### config.mk
export PLATFORM = sky130hd
export DESIGN_NAME = sw_ib_switch
export DESIGN_NICKNAME = d
export VERILOG_FILES = /design/src/rtl/sw_pkg.sv /design/src/rtl/sw_flit_fifo.sv /design/src/rtl/sw_route_unit.sv /design/src/rtl/sw_out_arb.sv /design/src/rtl/sw_crossbar.sv /design/src/rtl/sw_ib_switch.sv
export SDC_FILE = /design/constraint.sdc
export NUM_CORES = 1
export LEC_CHECK = 0
export BUFFER_PORTS_ARGS = -buffer_cell sky130_fd_sc_hd__buf_2
export CORE_ASPECT_RATIO = 1.75
export CORE_UTILIZATION = 50
export CTS_CLUSTER_SIZE = 30
export DETAILED_ROUTE_END_ITERATION = 12
export PLACE_DENSITY = 0.7
export RECOVER_POWER = 25
export SYNTH_ARGS = -nofsm -noshare
export SYNTH_HDL_FRONTEND = slang
export SYNTH_SLANG_ARGS = --single-unit
### constraint.sdc
create_clock -name clk -period 4.1 [get_ports clk]
set_input_delay 0.205 -clock clk [delete_from_list [all_inputs] [get_ports clk]]
set_output_delay 0.205 -clock clk [all_outputs]
set_load 0.005 [all_outputs]
### src/rtl/sw_pkg.sv
package sw_pkg;

  typedef enum logic [1:0] {
    ARB_FIXED  = 2'd0,
    ARB_OLDEST = 2'd1,
    ARB_RANDOM = 2'd2
  } arb_mode_e;

  typedef enum logic {
    RT_IDLE = 1'b0,
    RT_WAIT = 1'b1
  } rt_state_e;

endpackage

### src/rtl/sw_flit_fifo.sv
module sw_flit_fifo #(
  parameter int WIDTH = 10,
  parameter int DEPTH = 4
) (
  input  logic             clk,
  input  logic             rst,
  input  logic             wr_valid,
  output logic             wr_ready,
  input  logic [WIDTH-1:0] wr_data,
  output logic             rd_valid,
  output logic [WIDTH-1:0] rd_data,
  input  logic             rd_pop
);
  localparam int PTR_W = (DEPTH > 1) ? $clog2(DEPTH) : 1;
  localparam int CNT_W = $clog2(DEPTH + 1);

  logic [WIDTH-1:0] mem [DEPTH];
  logic [PTR_W-1:0] wr_ptr, rd_ptr;
  logic [CNT_W-1:0] count;
  logic             push, pop;

  assign wr_ready = (count != CNT_W'(DEPTH));
  assign rd_valid = (count != '0);
  assign push     = wr_valid && wr_ready;
  assign pop      = rd_pop && rd_valid;
  assign rd_data  = mem[rd_ptr];

  always_ff @(posedge clk) begin
    if (push) mem[wr_ptr] <= wr_data;
  end

  always_ff @(posedge clk) begin
    if (rst) begin
      wr_ptr <= '0;
      rd_ptr <= '0;
      count  <= '0;
    end else begin
      if (push) wr_ptr <= (wr_ptr == PTR_W'(DEPTH - 1)) ? '0 : wr_ptr + 1'b1;
      if (pop)  rd_ptr <= (rd_ptr == PTR_W'(DEPTH - 1)) ? '0 : rd_ptr + 1'b1;
      case ({push, pop})
        2'b10:   count <= count + 1'b1;
        2'b01:   count <= count - 1'b1;
        default: count <= count;
      endcase
    end
  end

  p_no_overflow_r3: assert property (@(posedge clk) disable iff (rst)
    count <= CNT_W'(DEPTH));
  p_full_drops_r3: assert property (@(posedge clk) disable iff (rst)
    (!wr_ready && !rd_pop) |=> (count == $past(count)));
  p_pop_nonempty_r2: assert property (@(posedge clk) disable iff (rst)
    rd_pop |-> rd_valid);

endmodule

### src/rtl/sw_route_unit.sv
module sw_route_unit import sw_pkg::*; #(
  parameter int NPORT  = 4,
  parameter int DEST_W = 2,
  parameter int AGE_W  = 6
) (
  input  logic              clk,
  input  logic              rst,
  input  logic              head_valid,
  input  logic [DEST_W-1:0] head_dest,
  input  logic              popped,
  output logic [NPORT-1:0]  req,
  output logic [AGE_W-1:0]  age
);
  rt_state_e state;

  always_comb begin
    for (int o = 0; o < NPORT; o++) begin
      req[o] = head_valid && (head_dest == DEST_W'(o));
    end
  end

  always_ff @(posedge clk) begin
    if (rst) begin
      state <= RT_IDLE;
      age   <= '0;
    end else if (!head_valid || popped) begin
      state <= RT_IDLE;
      age   <= '0;
    end else begin
      case (state)
        RT_IDLE: begin
          state <= RT_WAIT;
          age   <= AGE_W'(1);
        end
        default: begin
          state <= RT_WAIT;
          if (age != '1) age <= age + 1'b1;
        end
      endcase
    end
  end

  p_one_req_r4: assert property (@(posedge clk) disable iff (rst)
    $onehot0(req));
  p_age_clear_r7: assert property (@(posedge clk) disable iff (rst)
    popped |=> (age == '0));

endmodule

### src/rtl/sw_out_arb.sv
module sw_out_arb import sw_pkg::*; #(
  parameter int          NPORT    = 4,
  parameter int          AGE_W    = 6,
  parameter arb_mode_e   ARB_MODE = ARB_FIXED,
  parameter logic [15:0] SEED     = 16'hACE1
) (
  input  logic                        clk,
  input  logic                        rst,
  input  logic [NPORT-1:0]            req,
  input  logic [NPORT-1:0][AGE_W-1:0] age,
  output logic [NPORT-1:0]            gnt
);
  generate
    if (ARB_MODE == ARB_OLDEST) begin : g_oldest
      int   best;
      logic found;
      logic unused_in;
      assign unused_in = ^{clk, rst};
      always_comb begin
        gnt   = '0;
        found = 1'b0;
        best  = 0;
        for (int i = 0; i < NPORT; i++) begin
          if (req[i] && (!found || (age[i] > age[best]))) begin
            found = 1'b1;
            best  = i;
          end
        end
        if (found) gnt[best] = 1'b1;
      end
    end else if (ARB_MODE == ARB_RANDOM) begin : g_random
      logic [15:0] lfsr;
      int          off;
      int          idx;
      logic        found;
      logic        unused_in;
      assign unused_in = ^age;
      always_ff @(posedge clk) begin
        if (rst) lfsr <= SEED;
        else     lfsr <= {1'b0, lfsr[15:1]} ^ (lfsr[0] ? 16'hB400 : 16'h0000);
      end
      always_comb begin
        gnt   = '0;
        found = 1'b0;
        idx   = 0;
        off   = int'(lfsr % 16'(NPORT));
        for (int k = 0; k < NPORT; k++) begin
          idx = (off + k) % NPORT;
          if (req[idx] && !found) begin
            found    = 1'b1;
            gnt[idx] = 1'b1;
          end
        end
      end
      p_lfsr_live_r8: assert property (@(posedge clk) disable iff (rst)
        lfsr != 16'h0000);
    end else begin : g_fixed
      logic found;
      logic unused_in;
      assign unused_in = ^{clk, rst, age};
      always_comb begin
        gnt   = '0;
        found = 1'b0;
        for (int i = 0; i < NPORT; i++) begin
          if (req[i] && !found) begin
            found  = 1'b1;
            gnt[i] = 1'b1;
          end
        end
      end
      p_lowest_wins_r6: assert property (@(posedge clk) disable iff (rst)
        gnt == (req & (~req + 1'b1)));
    end
  endgenerate

  p_onehot_gnt_r4: assert property (@(posedge clk) disable iff (rst)
    $onehot0(gnt));
  p_gnt_subset_r4: assert property (@(posedge clk) disable iff (rst)
    (gnt & ~req) == '0);
  p_work_conserving_r4: assert property (@(posedge clk) disable iff (rst)
    (req != '0) |-> (gnt != '0));

endmodule

### src/rtl/sw_crossbar.sv
module sw_crossbar #(
  parameter int NPORT = 4,
  parameter int WIDTH = 10
) (
  input  logic [NPORT-1:0][WIDTH-1:0] data_in,
  input  logic [NPORT-1:0][NPORT-1:0] sel,
  output logic [NPORT-1:0][WIDTH-1:0] data_out
);
  always_comb begin
    for (int o = 0; o < NPORT; o++) begin
      data_out[o] = '0;
      for (int i = 0; i < NPORT; i++) begin
        data_out[o] = data_out[o] | ({WIDTH{sel[o][i]}} & data_in[i]);
      end
    end
  end
endmodule

### src/rtl/sw_ib_switch.sv
module sw_ib_switch import sw_pkg::*; #(
  parameter int        NPORT    = 4,
  parameter int        DEPTH    = 4,
  parameter int        DATA_W   = 8,
  parameter int        AGE_W    = 6,
  parameter arb_mode_e ARB_MODE = ARB_FIXED,
  localparam int       DEST_W   = (NPORT > 1) ? $clog2(NPORT) : 1,
  localparam int       FLIT_W   = DEST_W + DATA_W
) (
  input  logic                    clk,
  input  logic                    rst,
  input  logic [NPORT-1:0]        in_valid,
  output logic [NPORT-1:0]        in_ready,
  input  logic [NPORT*FLIT_W-1:0] in_flit,
  output logic [NPORT-1:0]        out_valid,
  input  logic [NPORT-1:0]        out_ready,
  output logic [NPORT*FLIT_W-1:0] out_flit
);
  logic [NPORT-1:0][FLIT_W-1:0] head_flit;
  logic [NPORT-1:0][FLIT_W-1:0] xbar_out;
  logic [NPORT-1:0]             head_valid;
  logic [NPORT-1:0]             pop;
  logic [NPORT-1:0][NPORT-1:0]  req_in, req_out, gnt_in, gnt_out;
  logic [NPORT-1:0][AGE_W-1:0]  age;

  genvar i, o;
  generate
    for (i = 0; i < NPORT; i++) begin : g_in
      sw_flit_fifo #(.WIDTH(FLIT_W), .DEPTH(DEPTH)) u_fifo (
        .clk      (clk),
        .rst      (rst),
        .wr_valid (in_valid[i]),
        .wr_ready (in_ready[i]),
        .wr_data  (in_flit[i*FLIT_W +: FLIT_W]),
        .rd_valid (head_valid[i]),
        .rd_data  (head_flit[i]),
        .rd_pop   (pop[i])
      );

      sw_route_unit #(.NPORT(NPORT), .DEST_W(DEST_W), .AGE_W(AGE_W)) u_route (
        .clk        (clk),
        .rst        (rst),
        .head_valid (head_valid[i]),
        .head_dest  (head_flit[i][FLIT_W-1 -: DEST_W]),
        .popped     (pop[i]),
        .req        (req_in[i]),
        .age        (age[i])
      );

      assign pop[i] = |(gnt_in[i] & out_ready);
    end

    for (o = 0; o < NPORT; o++) begin : g_out
      sw_out_arb #(
        .NPORT    (NPORT),
        .AGE_W    (AGE_W),
        .ARB_MODE (ARB_MODE),
        .SEED     (16'hACE1 ^ 16'(o + 1))
      ) u_arb (
        .clk (clk),
        .rst (rst),
        .req (req_out[o]),
        .age (age),
        .gnt (gnt_out[o])
      );

      assign out_valid[o] = |gnt_out[o];

      p_hold_valid_r5: assert property (@(posedge clk) disable iff (rst)
        (out_valid[o] && !out_ready[o]) |=> out_valid[o]);
    end
  endgenerate

  always_comb begin
    for (int a = 0; a < NPORT; a++) begin
      for (int b = 0; b < NPORT; b++) begin
        req_out[a][b] = req_in[b][a];
        gnt_in[a][b]  = gnt_out[b][a];
      end
    end
  end

  sw_crossbar #(.NPORT(NPORT), .WIDTH(FLIT_W)) u_xbar (
    .data_in  (head_flit),
    .sel      (gnt_out),
    .data_out (xbar_out)
  );

  assign out_flit = xbar_out;

  p_pop_needs_ready_r5: assert property (@(posedge clk) disable iff (rst)
    ((pop & ~head_valid) == '0));

endmodule

# After elaboration in Yosys (flattened, before gate mapping)

Memory sizes are Yosys's and may differ from the RTL's. A register that Yosys moved wholly into a read port is not among the register bits.
Index checks and enable logic that the tools add are counted.

Register bits after elaboration: 28
RAM bits: 160
Input port bits: 50
Output and inout port bits: 48
Logic and storage cells: 216
Memories kept: 4

Memory list:

| memory             | depth | width | rd ports | clocked after Yosys merged registers in | wr ports | RTL line           | RTL |
|---|---|---|---|---|---|---|---|
| g_in[0].u_fifo.mem | 4     | 10    | 1        | 1                                       | 1        | sw_flit_fifo.sv:17 | `logic [WIDTH-1:0] mem [DEPTH];` |
| g_in[1].u_fifo.mem | 4     | 10    | 1        | 1                                       | 1        | sw_flit_fifo.sv:17 |  |
| g_in[2].u_fifo.mem | 4     | 10    | 1        | 1                                       | 1        | sw_flit_fifo.sv:17 |  |
| g_in[3].u_fifo.mem | 4     | 10    | 1        | 1                                       | 1        | sw_flit_fifo.sv:17 |  |

Add/subtract/negate cells: 16
Equality and inequality tests: 32
Multiplexer cells: 52
Bitwise logic cells: 32
Reduce and logical (&&, ||, !) cells: 68

Operator list:

| kind                                                                  | number |
|---|---|
| 10-bit bitwise AND                                                    | 16 |
| 10-bit OR                                                             | 12 |
| 2-bit equality test, second input constant                            | 20 |
| 1-bit logical AND                                                     | 36 |
| 1-bit 2-to-1 mux                                                      | 32 |
| 2-bit 2-to-1 mux                                                      | 16 |
| 4-bit OR reduction                                                    | 8 |
| 3-bit one-hot mux with 2 select lines                                 | 4 |
| 2-bit by 1-bit adder with 2-bit output, second input constant         | 8 |
| 4-bit bitwise AND                                                     | 4 |
| 2-bit by 1-bit equality test with 1-bit output, second input constant | 8 |
| 3-bit by 1-bit adder with 3-bit output, second input constant         | 4 |
| 1-bit zero test                                                       | 12 |
| 3-bit != test, second input constant                                  | 4 |
| 3-bit nonzero test                                                    | 4 |
| 3-bit by 1-bit subtractor with 3-bit output, second input constant    | 4 |
| 2-bit zero test                                                       | 4 |
| 2-bit nonzero test                                                    | 4 |

# Depth between registers and ports, before layout

Gate-level depths: netlist (run 1).

Depth in word-level cells: 17
Gate-level depth with buffers: 15
Mapped depth without buffers: 13

# Hierarchy

Synthesis (run 1) repeated with hierarchy kept, for this count alone.

Cell total of the unflattened synthesis: 736
Area total of the unflattened synthesis: 10269.8 sq um

By module, submodules not included:

| module        | times used | cells an instance | area each (sq um) | sequential area each (sq um) |
|---|---|---|---|---|
| sw_flit_fifo  | 4          | 104               | 1931.9            | 1381.3 |
| sw_route_unit | 4          | 38                | 350.3             | 140.1 |
| sw_crossbar   | 1          | 136               | 890.9             | 0.0 |
| sw_out_arb    | 4          | 4                 | 36.3              | 0.0 |
| sw_ib_switch  | 1          | 16                | 105.1             | 0.0 |

# Worst setup path after synthesis (run 1)

No wires, ideal clock.

Kind: register -> register
Start: register with a tool-made name
End: register g_in[3].u_fifo.count[2]
Library setup time: 0.071 ns
Arrival: 3.037 ns
Required time: 4.029 ns
Path slack: 0.992 ns
Stages on the path, launching flop included: 13
Path buffers: 1
Period minus slack after synthesis: 3.108 ns
Cell sequence: dfxtp_1 buf_2 mux2_2 a32o_1 or4b_1 o22ai_1 or3_4 ha_1 inv_1 fa_1 xor2_1 or3_1 a21oi_1

RTL lines:

| what                 | RTL line           | RTL |
|---|---|---|
| end signal, assigned | sw_flit_fifo.sv:41 | `2'b10: count <= count + 1'b1;` |
| end signal, assigned | sw_flit_fifo.sv:42 | `2'b01: count <= count - 1'b1;` |
| end signal, assigned | sw_flit_fifo.sv:43 | `default: count <= count;` |
| end, declared        | sw_flit_fifo.sv:19 | `logic [CNT_W-1:0] count;` |

==> reports/qor.yml, run 1 <==
status:
  status: "complete, no violations"
power_and_ir_drop:
  p_leak_nw: 3.927
  power_mw: 7.147
  powerDensity_nw_per_um2: 664.6
  peakVddDrop_mv: 0.3247
logic_synthesis:
  ys_top_cells_by_area: "edfxtp_1, dfxtp_1, mux4_2"
  synthMuxAreaShare_pct: 10.61
  synthCells: 656
  synthSimpleGateAreaFrac_pct: 9.944
  synth_top_area_share_pct: 52.10
  yosys.area.top_type: "edfxtp_1"
  syn_avg_cell_area_um2: 14.06
  synth_area_um2: 9223
  synthAdderAreaFrac_pct: 4.124
  synth_compound_area_share_pct: 10.92
  synth_edf_count: 160
  synth_top_family_by_area: "compound AO/OA/AOI/OAI gates"
  ys_warn_count: 0
  synth_cell_types: 56
  async_flop_share_pct: 0
  synth-seq-cells: 196
  synth-seq-area-share_pct: 59.91
  synth_ff_type: "edfxtp_1"
  synthXorXnorAreaFrac_pct: 0.7597
placed_design:
  dpl.hpwl_mm: 15.49
  dp.cells: 956
  io_buffers: 93
  gp_congestion: 0.8586
detailed_routing:
  wirelength_mm: 21.28
  wl_per_cell_um: 20.80
  drtAntennaViolNets: 0
  drc: 0
  drt_iter0_drc: 422
  vias: 6117
  first_pass_iters: 5
  vias_per_cell: 5.979
cts:
  clk_latency_ns: 0.44
  clkTransAtPathRegs_ns: 0.08
  ctsHtreeMaxLevel: 4
  ctsHoldBuffers: 32
  post_cts_resized: 0
  cts_sinks: 196
  numCtsBuffers: 17
  clockRootBuffer: "clkbuf_16"
  cts_tree: "built"
  cts_setup_buffers: 0
  clockBufferDepth: 2
global_route:
  antenna_found_initial: 3
  grt_pass1_vias: 6196
  grt_max_degree: 33
  grt_usage_pct: 23.14
  gr-total-overflow: 0
  grt_first_pass_wirelength_mm: 33.02
setup_path:
  critPathBufInv: 1
  crit_type: "reg -> reg"
  startpoint_type: "flip-flop"
  crit_required_ns: 4.46
  ff2ff_setup_slack_ns: 0.20
  cp.arrival_ns: 4.26
  crit_family: "simple AND/OR/NAND/NOR gates"
  max_stage_delay_ns: 0.90
  endpoint_kind: "flip-flop"
  cp_slowest_cell: "dfxtp_1"
  crit_top_cell: "o211ai_1"
  r2r_cells: 12
  r2r-end: "g_in[3].u_fifo.count[2]"
  crit_fanout: 24
  worstPathCellList: "nand3_1 > o211ai_1 > o211ai_1 > or4b_1 > o22ai_1 > or3_4 > ha_1 > inv_1 > fa_1 > xor2_1 > or3_1 > a21oi_1"
cells_and_area:
  syn_to_final_growth_pct: 16.59
  drive_gt1_share_pct: 19.57
  instances_no_fill: 1023
  nets: 852
run:
  maxCapViolCount: 0
die:
  die_w_um: 104.7
  die_y_um: 181.7
  initial_utilization_pct: 51.08
  ios: 98
  num_rows: 65
  die_area_um2: 19010
  core-area_um2: 18050
min_path:
  min_to: "g_in[0].u_fifo.mem[0][4]"
  min_path_cells: 1
  min_from: "in_flit[4]"
  min_path_type: "in -> reg"
sta:
  skew_ns: 0.01135
  fmax_ghz: 0.2564
  maxSlewViolCount: 0
  worst_slew_pin_slew_ns: 0.8827
  finalCritPeriodShare_pct: 95.11
  rsz0062_at_grt: "no"
  setup_violations: 0
  min_period_ns: 3.900
  timing_hold_violations_final: 0
  tns_ns: 0
  slew_headroom_pct: 41.08
[cells in the final DEF (no fill, tap or decap), types with 5 or more instances in the layout]
| cell type | synthesis | final |
|---|---|---|
| edfxtp_1 | 160 | 160 |
| buf_2 | 8 | 67 |
| nor2_1 | 64 | 64 |
| a22oi_1 | 36 | 36 |
| dfxtp_1 | 36 | 36 |
| dlygate4sd3_1 | 0 | 33 |
| inv_1 | 32 | 32 |
| a221o_1 | 32 | 32 |
| nand2_1 | 29 | 29 |
| clkbuf_1 | 12 | 26 |
| mux4_2 | 24 | 24 |
| ha_1 | 24 | 24 |
| clkbuf_16 | 0 | 17 |
| a21oi_1 | 16 | 16 |
| and3_1 | 16 | 16 |
| nor2b_1 | 13 | 13 |
| nor3_1 | 13 | 13 |
| mux2i_1 | 10 | 10 |
| mux2_2 | 9 | 9 |
| nand3_1 | 9 | 9 |
| buf_4 | 13 | 9 |
| or3_1 | 8 | 8 |
| mux4_1 | 8 | 8 |
| xor2_1 | 8 | 8 |
| nand2b_1 | 7 | 7 |
| o22ai_1 | 6 | 6 |
| nand3b_1 | 5 | 5 |
| o21ai_0 | 5 | 5 |
| inv_6 | 0 | 5 |
[power by group]
part	internal [mW]	switching [mW]	leakage, nW
clock	0.879	0.802	0.292
sequential	2.42	0.199	1.76
combinational	1.22	1.62	1.87
[logic make-up after synthesis]
logic type,after synthesis
buffers and inverters,71
XOR/XNOR,8
multiplexers,53
adder cells (fa/ha/maj),28
other,1
AND/OR/NAND/NOR,182
AO/OA/AOI/OAI,117
flip-flops,196
[layer usage]
metal | wire length [µm] | share of wire (%) | vias to the layer above | track usage, %
met3 | 1124 | 5.3 | 46 | 4.415
li1 | - | - | 2786 | -
met1 | 7821 | 37 | 3051 | 25.09
met4 | 826 | 3.9 | 2 | 12.06
met2 | 11490 | 54 | 232 | 42.36
met5 | 8 | 0.038 | - | 0
[flip-flops by register name, summed over array words and instances, names as in the netlist, named ones only]
register,flops
g_in.u_fifo.rd_ptr,8
g_in.u_fifo.count,12
g_in.u_fifo.mem,160
g_in.u_fifo.wr_ptr,8
[area by class of cell]
type                    instances  area (µm²)
diodes                          2       5.005
clock buffers                  17       425.4
clock inverters                15       185.2
fillers                      1411        7302
inverters                      32       120.1
multi-input cells             392        3368
flip-flops and latches        196        5525
well taps                     234       292.8
repair buffers                135       830.8
[worst max-delay path by stage]
stage / start / end / slack (ns) / cells past startpoint
2_1_floorplan: flip-flop / g_in[3].u_fifo.count[2] / 0.99 / 12
3_3_place_gp: flip-flop / g_in[3].u_fifo.count[2] / 0.44 / 12
3_5_place_dp: flip-flop / g_in[3].u_fifo.count[2] / 0.28 / 12
4_1_cts: flip-flop / g_in[3].u_fifo.count[2] / 0.23 / 12
5_1_grt: flip-flop / g_in[3].u_fifo.count[2] / 0.01 / 12
6_report: flip-flop / g_in[3].u_fifo.count[2] / 0.20 / 12
[through the flow]
| stage | util [%] | setup slack [ns] | cell area (µm²) | hold slack, ns |
|---|---|---|---|---|
| after detailed placement | 54.50 | 0.2756 | 9839 | 0.4217 |
| after CTS | 59.65 | 0.2295 | 10770 | 0.002765 |
| after floorplan | - | 0.9924 | 9234 | 0.3039 |
| final | 59.56 | 0.2004 | 10750 | 0.08430 |
| after global placement | 54.50 | 0.4382 | 9839 | 0.4123 |
| after global routing | 59.54 | 0.01313 | 10750 | 0.08328 |
[cell usage after synthesis, types with 16 or more instances]
library cell  instances
a21oi_1              16
dfxtp_1              36
and3_1               16
nand2_1              29
inv_1                32
ha_1                 24
nor2_1               64
edfxtp_1            160
a22oi_1              36
mux4_2               24
a221o_1              32
[worst reg2reg max path, delay by kind of cell, from the launching register on]
family          cells  cell delay [ns]
fa+ha+maj           2             0.63
flops               1             0.90
simple gates        4             1.26
buf+inv             1             0.07
xor+xnor            1             0.16
compound gates      4             0.79
No activity file was read; power rests on OpenSTA's default activity.
==> run 2, diff against run 1 <==
CORE_ASPECT_RATIO = 0.75   (was 1.75)
CTS_BUF_LIST = sky130_fd_sc_hd__clkbuf_8   (was unset)
==> run 2 against run 1 <==
Flip-flop and latch count did not move. Global-route usage up 0.086 points. Die area is essentially flat. Clock-buffer cell count stayed put. Combinational power is essentially flat. Design area decreased by 1.3%. First-iteration DRC count rose by 48%. Via count up 0.44%. Critical endpoint is now g_in[2].u_fifo.count[2]. Largest power group unchanged.
==> reports/qor.yml, run 2 (same netlist as run 1, synthesis figures left out) <==
status:
  status: "complete, no violations"
setup_path:
  crit_fanout: 11  # -54%
  endpoint_kind: "flip-flop"
  ff2ff_setup_slack_ns: 0.56  # +0.36 ns
  r2r_cells: 14  # +2
  cp.arrival_ns: 3.94  # -0.32 ns
  crit_type: "reg -> reg"
  crit_required_ns: 4.50  # +0.04 ns
  startpoint_type: "flip-flop"
  r2r-end: "g_in[2].u_fifo.count[2]"
detailed_routing:
  vias_per_cell: 5.925  # -0.91%
  first_pass_iters: 6  # +1
  wl_per_cell_um: 20.70  # -0.46%
  vias: 6144  # +0.44%
  wirelength_mm: 21.47  # +0.90%
  drt_iter0_drc: 626  # +48%
  drc: 0  # unchanged
  drtAntennaViolNets: 0  # unchanged
cts:
  cts_setup_buffers: 0  # unchanged
  clockRootBuffer: "clkbuf_8"
  clockBufferDepth: 2  # unchanged
  cts_tree: "built"
  clk_latency_ns: 0.46  # +0.02 ns
  cts_sinks: 196  # unchanged
  clkTransAtPathRegs_ns: 0.09  # about the same
  ctsHtreeMaxLevel: 4  # unchanged
  numCtsBuffers: 17  # unchanged
sta:
  fmax_ghz: 0.2823  # +10%
  finalCritPeriodShare_pct: 86.40  # -8.7 points
  maxSlewViolCount: 0  # unchanged
  setup_violations: 0  # unchanged
  hold_slack_ns: 0.2002  # +0.1159 ns
  timing_hold_violations_final: 0  # unchanged
  worst_slew_pin_slew_ns: 0.7655  # -0.1172 ns
  skew_ns: 0.008094  # -0.003254 ns
  min_period_ns: 3.542  # -0.3572 ns
  rsz0062_at_grt: "no"
  tns_ns: 0  # unchanged
  slew_headroom_pct: 48.90  # +7.8 points
placed_design:
  dp.cells: 964  # +0.84%
  gp_congestion: 0.8563  # -0.27%
  io_buffers: 93  # unchanged
  dpl.hpwl_mm: 15.70  # +1.3%
global_route:
  grt_usage_pct: 23.22  # +0.086 points
  antenna_found_initial: 1  # -2
  gr-total-overflow: 0  # unchanged
  grt_first_pass_wirelength_mm: 32.93  # -0.29%
  grt_max_degree: 33  # unchanged
  grt_pass1_vias: 6097  # -1.6%
run:
  maxCapViolCount: 0  # unchanged
cells_and_area:
  largest_reg_flops: 160  # unchanged
  reg_top3: "g_in.u_fifo.mem x160, g_in.u_fifo.count x12"
  final_cell_mix: "edfxtp_1, buf_2, nor2_1"
  instances_no_fill: 1037  # +1.4%
  layout_commonest_cell: "edfxtp_1"
  syn_to_final_growth_pct: 15.05
  fill_cells: 1402  # -0.64%
  registers.top_by_ff_count: "g_in.u_fifo.mem"
  drive_gt1_share_pct: 18.89  # -0.68 points
  nets: 859  # +0.82%
power_and_ir_drop:
  p_leak_nw: 3.862  # -1.6%
  peakVddDrop_mv: 0.4583  # +41%
  powerDensity_nw_per_um2: 631.8  # -4.9%
die:
  ios: 98  # unchanged
  num_rows: 42  # -35%
  die_area_um2: 19000  # about the same
  initial_utilization_pct: 51.62  # +0.54 points
  die_w_um: 158.8  # +52%
  die_y_um: 119.6  # -34%
  core-area_um2: 17870  # -1.0%
min_path:
  min_from: "in_valid[3]"
  min_to: "g_in[3].u_fifo.wr_ptr[0]"
  min_path_type: "in -> reg"
  min_path_cells: 4  # +3
run 2: layout make-up:
cell class	count	area, µm²	area share [%]
Clock inverter	15	156.4	1.474
Inverter	32	120.1	1.132
Multi-Input combinational cell	392	3368	31.75
Sequential cell	196	5525	52.08
Antenna cell	1	2.502	0.02358
Timing Repair Buffer	142	900.9	8.491
Tap cell	242	302.8	2.854
Clock buffer	17	234.0	2.205
run 2: worst max path at each step:
stage | to | cells past startpoint | slack [ns]
after floorplan | g_in[3].u_fifo.count[2] | 12 | 0.99
after global placement | g_in[3].u_fifo.count[2] | 10 | 0.61
after detailed placement | g_in[3].u_fifo.count[2] | 11 | 0.55
after CTS | g_in[3].u_fifo.count[2] | 11 | 0.55
after global routing | g_in[3].u_fifo.count[2] | 11 | 0.30
final | g_in[2].u_fifo.count[2] | 14 | 0.56
run 2: power breakdown:
group | switching (mW) | internal [mW]
sequential | 0.193 | 2.42
clock | 0.674 | 0.547
combinational | 1.65 | 1.22
run 2: timing repair:
item,in CTS,in global routing
hold buffers,40,0
hold endpoints to repair,160,0
resized for setup,0,0
setup endpoints to repair,0,0
run 2: through the flow:
step / power [mW] / setup WS [ns] / utilization, % / instance area, µm²
3_3_place_gp: 5.346 / 0.6148 / 55.13 / 9849
5_1_grt: 7.050 / 0.3034 / 59.37 / 10610
2_1_floorplan: 4.496 / 0.9924 / - / 9234
3_5_place_dp: 5.449 / 0.5527 / 55.13 / 9849
6_report: 6.704 / 0.5577 / 59.38 / 10610
4_1_cts: 6.694 / 0.5464 / 59.55 / 10640
run 2: metal layers:
layer / routed length [µm] / global-route usage [%]
met3: 1588 / 5.945
met1: 9533 / 31.73
met2: 9902 / 36.24
met4: 443 / 8.010
met5: 0 / 0
run 2: critical path, stage by stage (launching register included):
cell,delay (ns)
dfxtp_1,0.53
mux2_2,0.39
nand2_1,0.14
o32ai_1,0.10
buf_4,0.21
or2_2,0.34
o32ai_1,0.23
a311oi_2,0.11
inv_1,0.09
ha_1,0.18
inv_1,0.07
fa_1,0.44
xor2_1,0.17
or3_1,0.32
a21oi_1,0.14
==> run 3, diff against run 2 <==
PLACE_DENSITY = unset   (was 0.7)
PLACE_DENSITY_LB_ADDON = 0.08   (was unset)
clock period = 3.1 ns   (was 4.1 ns; I/O delays follow)
==> run 3 against run 2 <==
The flow now finishes with violations (setup timing). Maximum frequency is 13% higher. Clock-buffer cell count up 1. Routed wire length increased by 4.3%. First-iteration DRC count decreased by 20%. Clock skew increased by 0.0061 ns. Critical path type unchanged. Critical endpoint is now g_in[3].u_fifo.count[2]. Largest cell class unchanged.
==> reports/qor.yml, run 3 (same netlist as run 1, synthesis figures left out) <==
setup_path:
  cp-startpoint: "g_in[2].u_fifo.count[1]"
  cp.arrival_ns: 3.55  # -0.39 ns
  crit_fanout: 3  # -8
  critPathBufInv: 2  # -1
  timing.rr.start: "g_in[2].u_fifo.count[1]"
  r2r-end: "g_in[3].u_fifo.count[2]"
  ff2ff_setup_slack_ns: -0.05  # -0.60 ns
  worstPathCellList: "nor3_4 > buf_6 > nor2_4 > a32o_2 > or4b_4 > o22ai_2 > or3_4 > ha_4 > inv_2 > fa_2 > xor2_2 > or3_4 > a21oi_2"
  crit_type: "reg -> reg"
  max_stage_delay_ns: 0.48  # -0.05 ns
  crit_required_ns: 3.51  # -0.99 ns
  crit_top_cell: "or3_4"
  cp_slowest_cell: "or4b_4"
  crit_family: "simple AND/OR/NAND/NOR gates"
  r2r_cells: 13  # -1
  endpoint_kind: "flip-flop"
  startpoint_type: "flip-flop"
cells_and_area:
  layout_commonest_cell: "edfxtp_1"
  final_cell_mix: "edfxtp_1, buf_2, nor2_1"
  nets: 906  # +5.5%
  stdcell_area_um2: 11280  # +6.3%
  registers.top_by_ff_count: "g_in.u_fifo.mem"
  drive_gt1_share_pct: 29.85  # +11 points
  reg_top3: "g_in.u_fifo.mem x160, g_in.u_fifo.count x12"
  largest_reg_flops: 160  # unchanged
  syn_to_final_growth_pct: 22.30
die:
  ios: 98  # unchanged
  die_area_um2: 19000  # unchanged
  core-area_um2: 17870  # unchanged
  num_rows: 42  # unchanged
  initial_utilization_pct: 51.62  # unchanged
  die_y_um: 119.6  # unchanged
  die_w_um: 158.8  # unchanged
cts:
  numCtsBuffers: 17  # unchanged
  clockRootBuffer: "clkbuf_8"
  cts_tree: "built"
  clockBufferDepth: 2  # unchanged
  clk_latency_ns: 0.48  # +0.02 ns
  cts_sinks: 196  # unchanged
  clkTransAtPathRegs_ns: 0.10  # about the same
  ctsHtreeMaxLevel: 4  # unchanged
sta:
  setup_violations: 1  # +1
  hold_slack_ns: 0.1394  # -0.06074 ns
  min_period_ns: 3.145  # -0.3970 ns
  worst_slew_pin_slew_ns: 0.6517  # -0.1138 ns
  postLayoutSetupSlackWorst_ns: -0.04531  # -0.6030 ns
  fmax_ghz: 0.3179  # +13%
  maxSlewViolCount: 0  # unchanged
  timing_hold_violations_final: 0  # unchanged
  skew_ns: 0.01423  # +0.006135 ns
  rsz0062_at_grt: "yes"
  tns_ns: -0.04531  # -0.04531 ns
  finalCritPeriodShare_pct: 101.5  # +15 points
  slew_headroom_pct: 56.55  # +7.7 points
min_path:
  min_to: "g_in[1].u_fifo.wr_ptr[0]"
  min_path_cells: 4  # unchanged
  min_path_type: "in -> reg"
  min_from: "in_valid[1]"
global_route:
  grt_max_degree: 33  # unchanged
  gr-total-overflow: 0  # unchanged
  grt_first_pass_wirelength_mm: 34.22  # +3.9%
  grt_usage_pct: 24.20  # +0.98 points
  antenna_found_initial: 1  # unchanged
  grt_pass1_vias: 6233  # +2.2%
placed_design:
  dpl.hpwl_mm: 15.96  # +1.6%
  gp_congestion: 0.9007  # +5.2%
  io_buffers: 93  # unchanged
  placed_cell_area_um2: 10140  # +3.0%
detailed_routing:
  wl_per_cell_um: 20.64  # -0.31%
  first_pass_iters: 5  # -1
  vias: 6308  # +2.7%
  vias_per_cell: 5.814  # -1.9%
  drc: 0  # unchanged
  wirelength_mm: 22.39  # +4.3%
  drtAntennaViolNets: 0  # unchanged
  drt_iter0_drc: 501  # -20%
run:
  maxCapViolCount: 0  # unchanged
power_and_ir_drop:
  powerDensity_nw_per_um2: 856.1  # +35%
  p_leak_nw: 4.190  # +8.5%
  peakVddDrop_mv: 0.7172  # +56%
status:
  status: "complete, but fails checks"
  violations: "setup timing"
## run 3: cell types whose count changed in the layout (fill, tap and decap cells not counted), sizes merged
cell,previous run,this run
inv,38,39
buf,76,123
diode,1,2
clkinvlp,2,0
clkbuf,43,44
## run 3: routing by layer
layer	vias up	GRT usage [%]	part of all wire (%)
met5	-	0	0
met3	34	4.805	5.2
met2	216	37.91	47
met1	3165	33.66	46
li1	2893	-	-
met4	0	8.920	2.0
## run 3: worst max-delay path by stage
| stage | cells past startpoint | endpoint | slack [ns] |
|---|---|---|---|
| 2_1_floorplan | 12 | g_in[3].u_fifo.count[2] | 0.02 |
| 3_3_place_gp | 13 | g_in[3].u_fifo.count[2] | -0.04 |
| 3_5_place_dp | 13 | g_in[3].u_fifo.count[2] | -0.15 |
| 4_1_cts | 13 | g_in[3].u_fifo.count[2] | -0.04 |
| 5_1_grt | 14 | g_in[1].u_fifo.count[2] | -0.13 |
| 6_report | 13 | g_in[3].u_fifo.count[2] | -0.05 |
## run 3: worst reg2reg max path, cell delays in order, from the launching register on
cell	delay, ns
dfxtp_2	0.35
nor3_4	0.21
buf_6	0.15
nor2_4	0.03
a32o_2	0.28
or4b_4	0.48
o22ai_2	0.20
or3_4	0.17
ha_4	0.13
inv_2	0.03
fa_2	0.35
xor2_2	0.19
or3_4	0.37
a21oi_2	0.14
## run 3: through the flow
step                      worst slack (ns)  power [mW]  util, %  instances
final                             -0.04531       9.657    63.13       1085
after global routing               -0.1259       10.15    63.10       1083
after CTS                         -0.03674       9.394    62.03       1078
after detailed placement           -0.1533       7.494    56.77       1003
after global placement            -0.04023       7.391    56.77       1003
after floorplan                    0.01554       5.949        -        659
## run 3: cell type report
type	count	area, µm²
Antenna cell	2	5.005
Clock buffer	18	247.7
Clock inverter	14	187.7
Fill cell	1355	6588
Inverter	32	120.1
Multi-Input combinational cell	392	3607
Sequential cell	196	5535
Tap cell	242	302.8
Timing Repair Buffer	189	1274
## run 3: report_power, final
group          total (mW)  internal (mW)  leakage [nW]  switching, mW
Combinational        4.51           2.07          2.20           2.44
Clock                1.74          0.781         0.220          0.955
Sequential           3.41           3.21          1.77          0.204
Total                9.66           6.06          4.19           3.60
## run 3: what timing repair did
item	in CTS	in global routing
gates resized for setup	21	49
setup endpoints to repair	12	32
pin swaps	9	17
setup buffers	3	4
endpoints found under the hold margin	160	0
hold buffers	40	0
cloned	0	1
